**config.mk**
```make
export PLATFORM = sky130hd
export DESIGN_NAME = ecc_fault_inject
export DESIGN_NICKNAME = d
export VERILOG_FILES = /design/src/rtl/fi_pkg.sv /design/src/rtl/fi_rst_sync.sv /design/src/rtl/fi_regs.sv /design/src/rtl/fi_countdown.sv /design/src/rtl/fi_datapath.sv /design/src/rtl/ecc_fault_inject.sv
export SDC_FILE = /design/constraint.sdc
export NUM_CORES = 1
export LEC_CHECK = 0
export BUFFER_PORTS_ARGS = -buffer_cell sky130_fd_sc_hd__buf_2
export CELL_PAD_IN_SITES_DETAIL_PLACEMENT = 1
export CELL_PAD_IN_SITES_GLOBAL_PLACEMENT = 1
export CORE_MARGIN = 2
export CORE_UTILIZATION = 41
export CTS_BUF_LIST = sky130_fd_sc_hd__clkbuf_4
export CTS_CLUSTER_DIAMETER = 30
export DETAILED_ROUTE_END_ITERATION = 8
export PLACE_DENSITY_LB_ADDON = 0.08
export SYNTH_ARGS = -nofsm -noshare
export SYNTH_HDL_FRONTEND = slang
export SYNTH_SLANG_ARGS = --single-unit
```
**constraint.sdc**
```tcl
create_clock -name clk -period 5.85 [get_ports clk]
set_input_delay 0.585 -clock clk [delete_from_list [all_inputs] [get_ports clk]]
set_output_delay 0.585 -clock clk [all_outputs]
set_load 0.01 [all_outputs]
```
**src/rtl/fi_pkg.sv**
```systemverilog
package fi_pkg;
  typedef enum logic {
    FI_IDLE  = 1'b0,
    FI_ARMED = 1'b1
  } fi_state_e;
endpackage

```
**src/rtl/fi_rst_sync.sv**
```systemverilog
module fi_rst_sync (
  input  logic clk,
  input  logic rst_n,
  output logic rst_sync_n
);
  logic [1:0] sync_q;
  logic [1:0] sync_d;

  always_comb begin
    sync_d = {sync_q[0], 1'b1};
  end

  always_ff @(posedge clk or negedge rst_n) begin
    if (!rst_n) begin
      sync_q <= 2'b00;
    end else begin
      sync_q <= sync_d;
    end
  end

  assign rst_sync_n = sync_q[1];
endmodule

```
**src/rtl/fi_regs.sv**
```systemverilog
module fi_regs #(
  parameter int DATA_W   = 64,
  parameter int REG_W    = 32,
  parameter int ADDR_W   = 8,
  parameter int CNT_W    = 24,
  parameter int ADDR_CNT = 8,
  parameter int ADDR_STS = 12
) (
  input  logic              clk,
  input  logic              rst_n,
  input  logic              reg_wr,
  input  logic [ADDR_W-1:0] reg_addr,
  input  logic [REG_W-1:0]  reg_wdata,
  input  logic [CNT_W-1:0]  count,
  input  logic              armed,
  output logic [DATA_W-1:0] pattern,
  output logic              cnt_load,
  output logic [CNT_W-1:0]  cnt_load_val,
  output logic [REG_W-1:0]  reg_rdata
);
  localparam int NWORDS = DATA_W / REG_W;
  localparam int BYTES  = REG_W / 8;

  logic [NWORDS-1:0] word_hit;

  genvar gi;
  generate
    for (gi = 0; gi < NWORDS; gi++) begin : g_word
      logic [REG_W-1:0] word_q;
      logic [REG_W-1:0] word_d;
      logic             word_en;

      assign word_hit[gi] = (reg_addr == ADDR_W'(gi * BYTES));
      assign word_en      = reg_wr && word_hit[gi];

      always_comb begin
        word_d = word_q;
        if (word_en) begin
          word_d = reg_wdata;
        end
      end

      always_ff @(posedge clk or negedge rst_n) begin
        if (!rst_n) begin
          word_q <= '0;
        end else if (word_en) begin
          word_q <= word_d;
        end
      end

      assign pattern[gi*REG_W +: REG_W] = word_q;
    end
  endgenerate

  assign cnt_load     = reg_wr && (reg_addr == ADDR_W'(ADDR_CNT));
  assign cnt_load_val = reg_wdata[CNT_W-1:0];

  always_comb begin
    reg_rdata = '0;
    for (int i = 0; i < NWORDS; i++) begin
      if (word_hit[i]) begin
        reg_rdata = pattern[i*REG_W +: REG_W];
      end
    end
    if (reg_addr == ADDR_W'(ADDR_CNT)) begin
      reg_rdata = REG_W'(count);
    end
    if (reg_addr == ADDR_W'(ADDR_STS)) begin
      reg_rdata = REG_W'(armed);
    end
  end
endmodule

```
**src/rtl/fi_countdown.sv**
```systemverilog
module fi_countdown
  import fi_pkg::*;
#(
  parameter int CNT_W = 24
) (
  input  logic             clk,
  input  logic             rst_n,
  input  logic             cnt_load,
  input  logic [CNT_W-1:0] cnt_load_val,
  input  logic             access,
  output logic             armed,
  output logic [CNT_W-1:0] count,
  output logic             fire
);
  fi_state_e        state_q, state_d;
  logic [CNT_W-1:0] count_q, count_d;
  logic             upd_en;
  logic             at_zero;

  assign at_zero = (count_q == '0);

  always_comb begin
    state_d = state_q;
    count_d = count_q;
    fire    = 1'b0;
    if (cnt_load) begin
      state_d = FI_ARMED;
      count_d = cnt_load_val;
    end else if (state_q == FI_ARMED && access) begin
      if (at_zero) begin
        fire    = 1'b1;
        state_d = FI_IDLE;
      end else begin
        count_d = count_q - CNT_W'(1);
      end
    end
  end

  assign upd_en = cnt_load || (access && state_q == FI_ARMED);

  always_ff @(posedge clk or negedge rst_n) begin
    if (!rst_n) begin
      state_q <= FI_IDLE;
      count_q <= '0;
    end else if (upd_en) begin
      state_q <= state_d;
      count_q <= count_d;
    end
  end

  assign armed = (state_q == FI_ARMED);
  assign count = count_q;
endmodule

```
**src/rtl/fi_datapath.sv**
```systemverilog
module fi_datapath #(
  parameter int DATA_W = 64,
  parameter int LANE_W = 32
) (
  input  logic [DATA_W-1:0] din,
  input  logic [DATA_W-1:0] pattern,
  input  logic              fire,
  output logic [DATA_W-1:0] dout
);
  localparam int NLANES = DATA_W / LANE_W;

  genvar gl;
  generate
    for (gl = 0; gl < NLANES; gl++) begin : g_lane
      logic [LANE_W-1:0] mask;
      assign mask = fire ? pattern[gl*LANE_W +: LANE_W] : '0;
      assign dout[gl*LANE_W +: LANE_W] = din[gl*LANE_W +: LANE_W] ^ mask;
    end
  endgenerate
endmodule

```
**src/rtl/ecc_fault_inject.sv**
```systemverilog
module ecc_fault_inject #(
  parameter int DATA_W   = 64,
  parameter int REG_W    = 32,
  parameter int ADDR_W   = 8,
  parameter int CNT_W    = 24,
  parameter int ADDR_CNT = 8,
  parameter int ADDR_STS = 12
) (
  input  logic              clk,
  input  logic              rst_n,
  input  logic              reg_wr,
  input  logic [ADDR_W-1:0] reg_addr,
  input  logic [REG_W-1:0]  reg_wdata,
  output logic [REG_W-1:0]  reg_rdata,
  input  logic              mem_wr,
  input  logic [DATA_W-1:0] mem_wdata_in,
  output logic [DATA_W-1:0] mem_wdata_out
);
  logic              rst_sync_n;
  logic [DATA_W-1:0] pattern_w;
  logic              cnt_load_w;
  logic [CNT_W-1:0]  cnt_load_val_w;
  logic [CNT_W-1:0]  count_w;
  logic              armed_w;
  logic              fire_w;

  fi_rst_sync u_rst (
    .clk        (clk),
    .rst_n      (rst_n),
    .rst_sync_n (rst_sync_n)
  );

  fi_regs #(
    .DATA_W   (DATA_W),
    .REG_W    (REG_W),
    .ADDR_W   (ADDR_W),
    .CNT_W    (CNT_W),
    .ADDR_CNT (ADDR_CNT),
    .ADDR_STS (ADDR_STS)
  ) u_regs (
    .clk          (clk),
    .rst_n        (rst_sync_n),
    .reg_wr       (reg_wr),
    .reg_addr     (reg_addr),
    .reg_wdata    (reg_wdata),
    .count        (count_w),
    .armed        (armed_w),
    .pattern      (pattern_w),
    .cnt_load     (cnt_load_w),
    .cnt_load_val (cnt_load_val_w),
    .reg_rdata    (reg_rdata)
  );

  fi_countdown #(
    .CNT_W (CNT_W)
  ) u_cnt (
    .clk          (clk),
    .rst_n        (rst_sync_n),
    .cnt_load     (cnt_load_w),
    .cnt_load_val (cnt_load_val_w),
    .access       (mem_wr),
    .armed        (armed_w),
    .count        (count_w),
    .fire         (fire_w)
  );

  fi_datapath #(
    .DATA_W (DATA_W),
    .LANE_W (REG_W)
  ) u_dp (
    .din     (mem_wdata_in),
    .pattern (pattern_w),
    .fire    (fire_w),
    .dout    (mem_wdata_out)
  );
endmodule

```
==> out/metrics.yaml, run 1 <==
outcome:
  status: "complete, no violations"
final_layout:
  area_growth_pct: 22.06
  multi_input_comb_area_sq_mm: 0.003183
  drive_gt1_share_pct: 43.66
  nFillCells: 1606
  fin_nets: 869
  seq_area_sq_mm: 0.002281
yosys:
  synth.area.mux_share_pct: 18.69
  synth-seq-cells: 91
  synth_top_family_by_area: "multiplexers"
  ys_seq_area_share_pct: 40.39
  ys_async_sr_fraction_pct: 100.0
  yosys.area_share.adder_pct: 0.2219
  synthSimpleGateAreaFrac_pct: 17.07
  netlist_instances: 572
  synth_ff_type: "dfrtp_1"
  synth_area_sq_mm: 0.005638
  yosys.area_share.xor_xnor_pct: 13.12
  synth_edf_count: 0
  synth.distinct_cells: 47
  syn_avg_cell_area_sq_um: 9.856
  syn_nets: 681
  yosysWarnings: 0
  synth-compound-area-share_pct: 6.924
timing:
  setup_viol: 0
  tightest_slew_ns: 1.168
  timing.final.crit_period_ns: 4.522
  rsz0062_at_grt: "false"
  max_freq_ghz: 0.2211
  skew_ns: 0.01062
  slew_viol_final: 0
  setup_tns_ns: 0
  min_period_over_period_pct: 77.30
  hold_viol: 0
  relSlewSlack_pct: 21.77
pwr:
  p_switching_w: 0.0005514
  pwr-share-comb_pct: 27.8
  total_power_w: 0.001573
  pwr-share-seq_pct: 52.1
  ir_drop_mv: 0.08574
  power_density_mw_per_mm2: 228.5
  clkPwrFrac_pct: 20.2
  p_int_w: 0.001021
  switching_share_pct: 35.06
  leakage_nw: 3.268
placed_design:
  gp_congestion: 0.7897
  dpl.hpwl_microns: 11150
  port_buffers: 203
min_path:
  hp-class: "reg2async"
floorplanning:
  die_w_microns: 121.3
  ios: 204
  row_count: 42
  die_y_microns: 121.3
  dieArea_sq_mm: 0.01471
  core_sq_mm: 0.01335
  initial_core_util_pct: 42.24
grt:
  grt_max_degree: 65
  overflow: 0
  grtUsageTotal_pct: 21.71
  grt_pass1_vias: 5054
  antenna_found_initial: 1
  grt_pass1_wl_microns: 25130
critical_path:
  cp_max_fo: 64
  start_kind: "register"
  path_buf_inv: 2
  crit_type: "reg2out"
  cp_top_family: "simple AND/OR/NAND/NOR gates"
  required_ns: 5.27
  critical_path_arrival_ns: 3.94
  crit_path_top_delay_cell: "nor4_1"
  cp_cell_sequence: "nor4_1 > nand3_1 > nor4_4 > buf_4 > nand2_1 > xnor2_1 > buf_2"
  max_stage_delay_ns: 0.83
  worstSetupEndpointType: "output port"
  regToRegSetupSlack_ns: 3.00
routing:
  wl_per_cell_microns: 16.56
  wirelength_microns: 15600
  ant_nets: 0
  firstDrtPassIters: 4
  drt_first_iter_violations: 153
  viasPerCell: 5.186
  drcViolationCount: 0
  route.vias.total: 4885
job:
  max-cap-violations: 0
clock_network:
  cts_tree: "yes"
  path_clk_slew_ns: 0.13
  numCtsBuffers: 9
  clock_path_buffers: 2
  cts_resized: 0
  htree_levels: 3
  cts.sinks: 91
  insertion_delay_ns: 0.47
  root_buffer: "clkbuf_4"
## stage by stage
step                      std cells  setup WS, ns  hold slack, ns  cell area [sq um]  utilization [%]
final                           942         1.328          0.3323               6882            51.56
after global routing            941        0.9218          0.3400               6879            51.54
after CTS                       941         1.226          0.3193               6879            51.54
after detailed placement        924         1.660          0.3365               6756            50.62
after global placement          924         1.800          0.3377               6756            50.62
after floorplan                 572         2.499          0.2894               5638                -
## worst register-to-register path, delay by kind of cell, from the launching register on
kind                      cells  cell delay [ns]
and+or+nand+nor               2             1.35
AOI/OAI and AO/OA             2             0.71
DFF                           1             0.47
xor gates and xnor gates      1             0.18
## flip-flops by register name (all words and copies together), names as in the netlist
name / flops
u_regs.g_word.word_q: 64
u_cnt.armed: 1
u_rst.sync_q: 2
u_cnt.count: 24
## synth_stat cells (8+ instances only)
| master | number | area, sq um |
|---|---|---|
| nor2_1 | 74 | 277.8 |
| a21oi_1 | 34 | 170.2 |
| nand2_2 | 30 | 187.7 |
| clkbuf_1 | 20 | 75.07 |
| o21ai_0 | 13 | 65.06 |
| xnor2_1 | 71 | 621.9 |
| dfrtp_1 | 91 | 2277 |
| nand2_1 | 51 | 191.4 |
| buf_6 | 8 | 90.09 |
| mux2i_1 | 31 | 310.3 |
| mux2_2 | 64 | 720.7 |
## placed cells by master, fill, tap and decap left out, types with 2 or more instances in the layout
master / count
nor4_1: 6
mux2i_1: 31
xor2_1: 6
inv_1: 3
nor2_1: 73
or3_1: 2
a2111oi_0: 2
mux2_2: 64
nand2_2: 30
nand3_1: 7
nand4_1: 4
dfrtp_1: 90
or4_1: 6
xnor2_1: 71
a31oi_1: 4
nor3_1: 4
and3_1: 2
a211oi_1: 3
nand2_1: 51
o31ai_1: 3
clkbuf_4: 13
buf_2: 203
a21o_1: 2
a21oi_1: 34
o21ai_0: 13
or4_4: 2
xnor2_2: 4
clkinv_2: 3
buf_4: 6
## final cells by class
class / instances / share of cell area (%)
Timing Repair Buffer: 210 / 15.56
Tap cell: 176 / 3.200
Antenna cell: 1 / 0.03636
Multi-Input combinational cell: 445 / 46.25
Clock inverter: 3 / 0.2182
Inverter: 3 / 0.1636
Clock buffer: 13 / 1.418
Sequential cell: 91 / 33.15
## power by group through the flow
stage | logic, W | clock network (W) | registers (W)
finish | 0.000436 | 0.000317 | 0.000819
global route | 0.000487 | 0.000350 | 0.000837
CTS | 0.000439 | 0.000331 | 0.000820
detailed placement | 0.000436 | 0 | 0.000833
global placement | 0.000421 | 0 | 0.000826
floorplan | 0.000314 | 0 | 0.000798
## cell families (layout without fill, tap and decap cells)
logic type / after synthesis / in the layout
and+or+nand+nor: 199 / 199
muxes: 96 / 96
DFF: 91 / 91
xor gates and xnor gates: 81 / 81
AOI/OAI and AO/OA: 67 / 67
buffers and inverters: 36 / 229
adders and majority gates: 1 / 1
other: 1 / 2
## layer usage
layer	up-vias	GRT usage, %	wire (microns)
met3	16	3.383	659
met4	0	6.968	205
met1	2425	26.37	6608
met2	110	39.22	8130
li1	2334	-	-
met5	-	0	0
## path summary, 6_finish.rpt
kind,from,endpoint,cells past startpoint
setup reg to reg,u_cnt.count[15]$_DFFE_PN0P_,u_cnt.count[0]$_DFFE_PN0P_,5
hold reg to reg,u_rst.sync_q[1]$_DFF_PN0_,u_regs.g_word[1].word_q[2]$_DFFE_PN0P_,0
min in group clk,reg_wdata[20],u_cnt.count[20]$_DFFE_PN0P_,3
hold / removal,u_rst.sync_q[1]$_DFF_PN0_,u_regs.g_word[1].word_q[2]$_DFFE_PN0P_,0
max in group asynchronous,u_rst.sync_q[1]$_DFF_PN0_,u_regs.g_word[0].word_q[15]$_DFFE_PN0P_,1
setup / recovery,u_cnt.count[15]$_DFFE_PN0P_,mem_wdata_out[7],7
## what timing repair did
item | 4_1_cts | 5_1_grt
hold buffers | 1 | 0
setup buffers | 0 | 0
hold endpoints to repair | 2 | 0
(Power assumes the default switching activity.)
==> run 2: changes to the inputs <==
- ABC_AREA: not set -> 1
- CORE_UTILIZATION: 41 -> 37
- clock period: 5.85 -> 4.6 ns (I/O delays scaled with it)
==> out/metrics.yaml, run 2 <==
critical_path:
  cp_max_fo: 80  # +25%
  worstSetupEndpointType: "output port"
  crit_type: "reg2out"
  crit_path_top_delay_cell: "buf_4"
  cp_top_family: "simple AND/OR/NAND/NOR gates"
  crit_cells: 11  # +4
  start_kind: "register"
  max_stage_delay_ns: 0.58  # -0.25 ns
  r2r_cells: 10  # +5
  required_ns: 4.14  # -1.13 ns
  cpMostUsedCell: "nand2_1"
  critical_path_arrival_ns: 3.15  # -0.79 ns
  path_buf_inv: 3  # +1
  cp_cell_sequence: "inv_1 > ha_1 > nand2_1 > nor2_1 > nand3_1 > nor2_4 > buf_4 > nand3_1 > nand2_1 > nand2_1 > buf_2"
final_layout:
  fin_util_pct: 43.76  # -7.8 points
  area_growth_pct: 16.96
  fin_cells: 1447  # +54%
  layout_commonest_cell: "nand2_1"
  regMostFlops: "u_regs.g_word.word_q"
  largest_reg_flops: 64  # unchanged
  nFillCells: 2481  # +54%
  fin_nets: 1321  # +52%
  layout_common_cells: "360 x nand2_1, 203 x buf_2, 149 x inv_1"
  multi_input_comb_area_sq_mm: 0.003437  # +8.0%
  seq_area_sq_mm: 0.002281  # unchanged
  drive_gt1_share_pct: 19.88  # -24 points
job:
  max-cap-violations: 0  # unchanged
grt:
  grtUsageTotal_pct: 25.54  # +3.8 points
  grt_pass1_vias: 7215  # +43%
  grt_max_degree: 81  # +25%
  grt_pass1_wl_microns: 39430  # +57%
  overflow: 0  # unchanged
  antenna_found_initial: 1  # unchanged
pwr:
  total_power_w: 0.001984  # +26%
  leakage_nw: 4.319  # +32%
  power_density_mw_per_mm2: 254.1  # +11%
  p_switching_w: 0.0007581  # +37%
  pwr-share-comb_pct: 27.9  # about the same
  clkPwrFrac_pct: 23.1  # +2.9 points
  ir_drop_mv: 0.1421  # +66%
  p_int_w: 0.001226  # +20%
  pwr-share-seq_pct: 49.0  # -3.1 points
  switching_share_pct: 38.21  # +3.1 points
yosys:
  synth-seq-cells: 91  # unchanged
  syn_avg_cell_area_sq_um: 6.388  # -35%
  ys_seq_area_share_pct: 34.11  # -6.3 points
  yosysWarnings: 0  # unchanged
  synth.most_common_cell: "nand2_1"
  synth_area_leaders: "dfrtp_1 34%, nand2_1 20%, inv_1 8.4%"
  synth_top_area_share_pct: 34.11  # -6.3 points
  synth_edf_count: 0  # unchanged
  synth_area_sq_mm: 0.006675  # +18%
  syn_nets: 1154  # +69%
  synth_ff_type: "dfrtp_1"
  synth.distinct_cells: 27  # -43%
  ys_async_sr_fraction_pct: 100.0  # unchanged
  yosysTopAreaCell: "dfrtp_1"
  netlist_instances: 1045  # +83%
  yosys-top-cells-count: "361 x nand2_1, 149 x inv_1, 107 x nand3_1"
routing:
  wirelength_microns: 24410  # +56%
  firstDrtPassIters: 4  # unchanged
  route.vias.total: 7411  # +52%
  drcViolationCount: 0  # unchanged
  ant_nets: 0  # unchanged
  drt_first_iter_violations: 376  # +150%
  wl_per_cell_microns: 16.87  # +1.8%
  viasPerCell: 5.122  # -1.2%
timing:
  slew_viol_final: 0  # unchanged
  max_freq_ghz: 0.2767
  relSlewSlack_pct: 45.87  # +24 points
  timing.final.crit_period_ns: 3.614
  setup_viol: 0  # unchanged
  worst_slack_ns: 0.9862  # -0.3416 ns
  skew_ns: 0.01553  # +0.004911 ns
  setup_tns_ns: 0  # unchanged
  min_period_over_period_pct: 78.56
  hold_viol: 0  # unchanged
  rsz0062_at_grt: "false"
  tightest_slew_ns: 0.8119  # -0.3563 ns
floorplanning:
  die_y_microns: 138.3  # +14%
  dieArea_sq_mm: 0.01913  # +30%
  initial_core_util_pct: 37.41  # -4.8 points
  row_count: 49  # +17%
  die_w_microns: 138.3  # +14%
  ios: 204  # unchanged
  core_sq_mm: 0.01784  # +34%
clock_network:
  clock_path_buffers: 2  # unchanged
  htree_levels: 3  # unchanged
  cts_tree: "yes"
  numCtsBuffers: 9  # unchanged
  root_buffer: "clkbuf_4"
  cts_resized: 0  # unchanged
  cts.sinks: 91  # unchanged
  insertion_delay_ns: 0.48  # about the same
  path_clk_slew_ns: 0.15  # +0.02 ns
placed_design:
  port_buffers: 203  # unchanged
  gp_congestion: 0.8472  # +7.3%
  dpl.hpwl_microns: 18470  # +66%
  place_inst: 1429  # +55%
  place_ws_ns: 1.551  # -0.1090 ns
min_path:
  holdPathStages: 3
  hp-class: "in2reg"
outcome:
  status: "complete, no violations"
==> run 2: power groups by stage <==
stage / clock, W / sequential [W] / combinational, W
final: 0.000458 / 0.000973 / 0.000553
after detailed placement: 0 / 0.000988 / 0.000552
after global routing: 0.000502 / 0.000985 / 0.000637
after floorplan: 0 / 0.000955 / 0.000351
after global placement: 0 / 0.000985 / 0.000540
after CTS: 0.000475 / 0.000972 / 0.000556
==> run 2: worst paths after layout <==
| path | from | endpoint | slack [ns] |
|---|---|---|---|
| max | u_cnt.count[0]$_DFFE_PN0P_ | mem_wdata_out[14] | 0.99 |
| min reg2reg | u_rst.sync_q[0]$_DFF_PN0_ | u_rst.sync_q[1]$_DFF_PN0_ | 0.38 |
| min in group asynchronous | rst_n | u_rst.sync_q[1]$_DFF_PN0_ | 0.26 |
| min | reg_wdata[26] | u_regs.g_word[1].word_q[26]$_DFFE_PN0P_ | 0.23 |
| max in group asynchronous | u_rst.sync_q[1]$_DFF_PN0_ | u_regs.g_word[1].word_q[29]$_DFFE_PN0P_ | 3.23 |
| max reg2reg | u_cnt.count[0]$_DFFE_PN0P_ | u_cnt.count[9]$_DFFE_PN0P_ | 2.40 |
==> run 2: through the flow <==
stage | instance area (sq um) | hold WS [ns]
after floorplan | 6675 | 0.1644
after global placement | 7662 | 0.2466
after detailed placement | 7662 | 0.2454
after CTS | 7805 | 0.2098
after global routing | 7807 | 0.2267
final | 7807 | 0.2333
==> run 2: kinds of logic (layout without fill, tap and decap cells) <==
group                      count (synthesis)  count (layout)  share of synthesized area (%)
buffers and inverters                    209             381                          14.51
adders and majority gates                  1               1                         0.1874
other                                      1               2                        0.05618
AOI/OAI and AO/OA                        131             131                          10.68
DFF                                       91              91                          34.11
and+or+nand+nor                          611             611                          40.32
xor gates and xnor gates                   1               1                         0.1312
==> run 2: final cells by class <==
class                           count  area share, %
Clock buffer                       10         0.9615
Antenna cell                        1        0.03205
Timing Repair Buffer              212          13.91
Inverter                          153          7.452
Sequential cell                    91          29.21
Clock inverter                      6         0.7372
Multi-Input combinational cell    745          44.02
Tap cell                          229          3.670
==> run 2: worst min-delay path, cell delays in order <==
cell and delay, ns:
buf_2 0.09, inv_1 0.06, o21ai_0 0.08
==> run 2: timing repair <==
action | in CTS | in global routing
hold endpoints to repair | 2 | 0
setup buffers | 0 | 0
hold buffers | 1 | 0
==> run 2: per-layer routing <==
| layer | global-route usage, % | routed length [microns] | vias to the layer above |
|---|---|---|---|
| li1 | - | - | 3692 |
| met1 | 37.17 | 11850 | 3565 |
| met2 | 41.14 | 11400 | 141 |
| met3 | 2.910 | 944 | 13 |
| met4 | 5.371 | 214 | 0 |
| met5 | 0 | 0 | - |
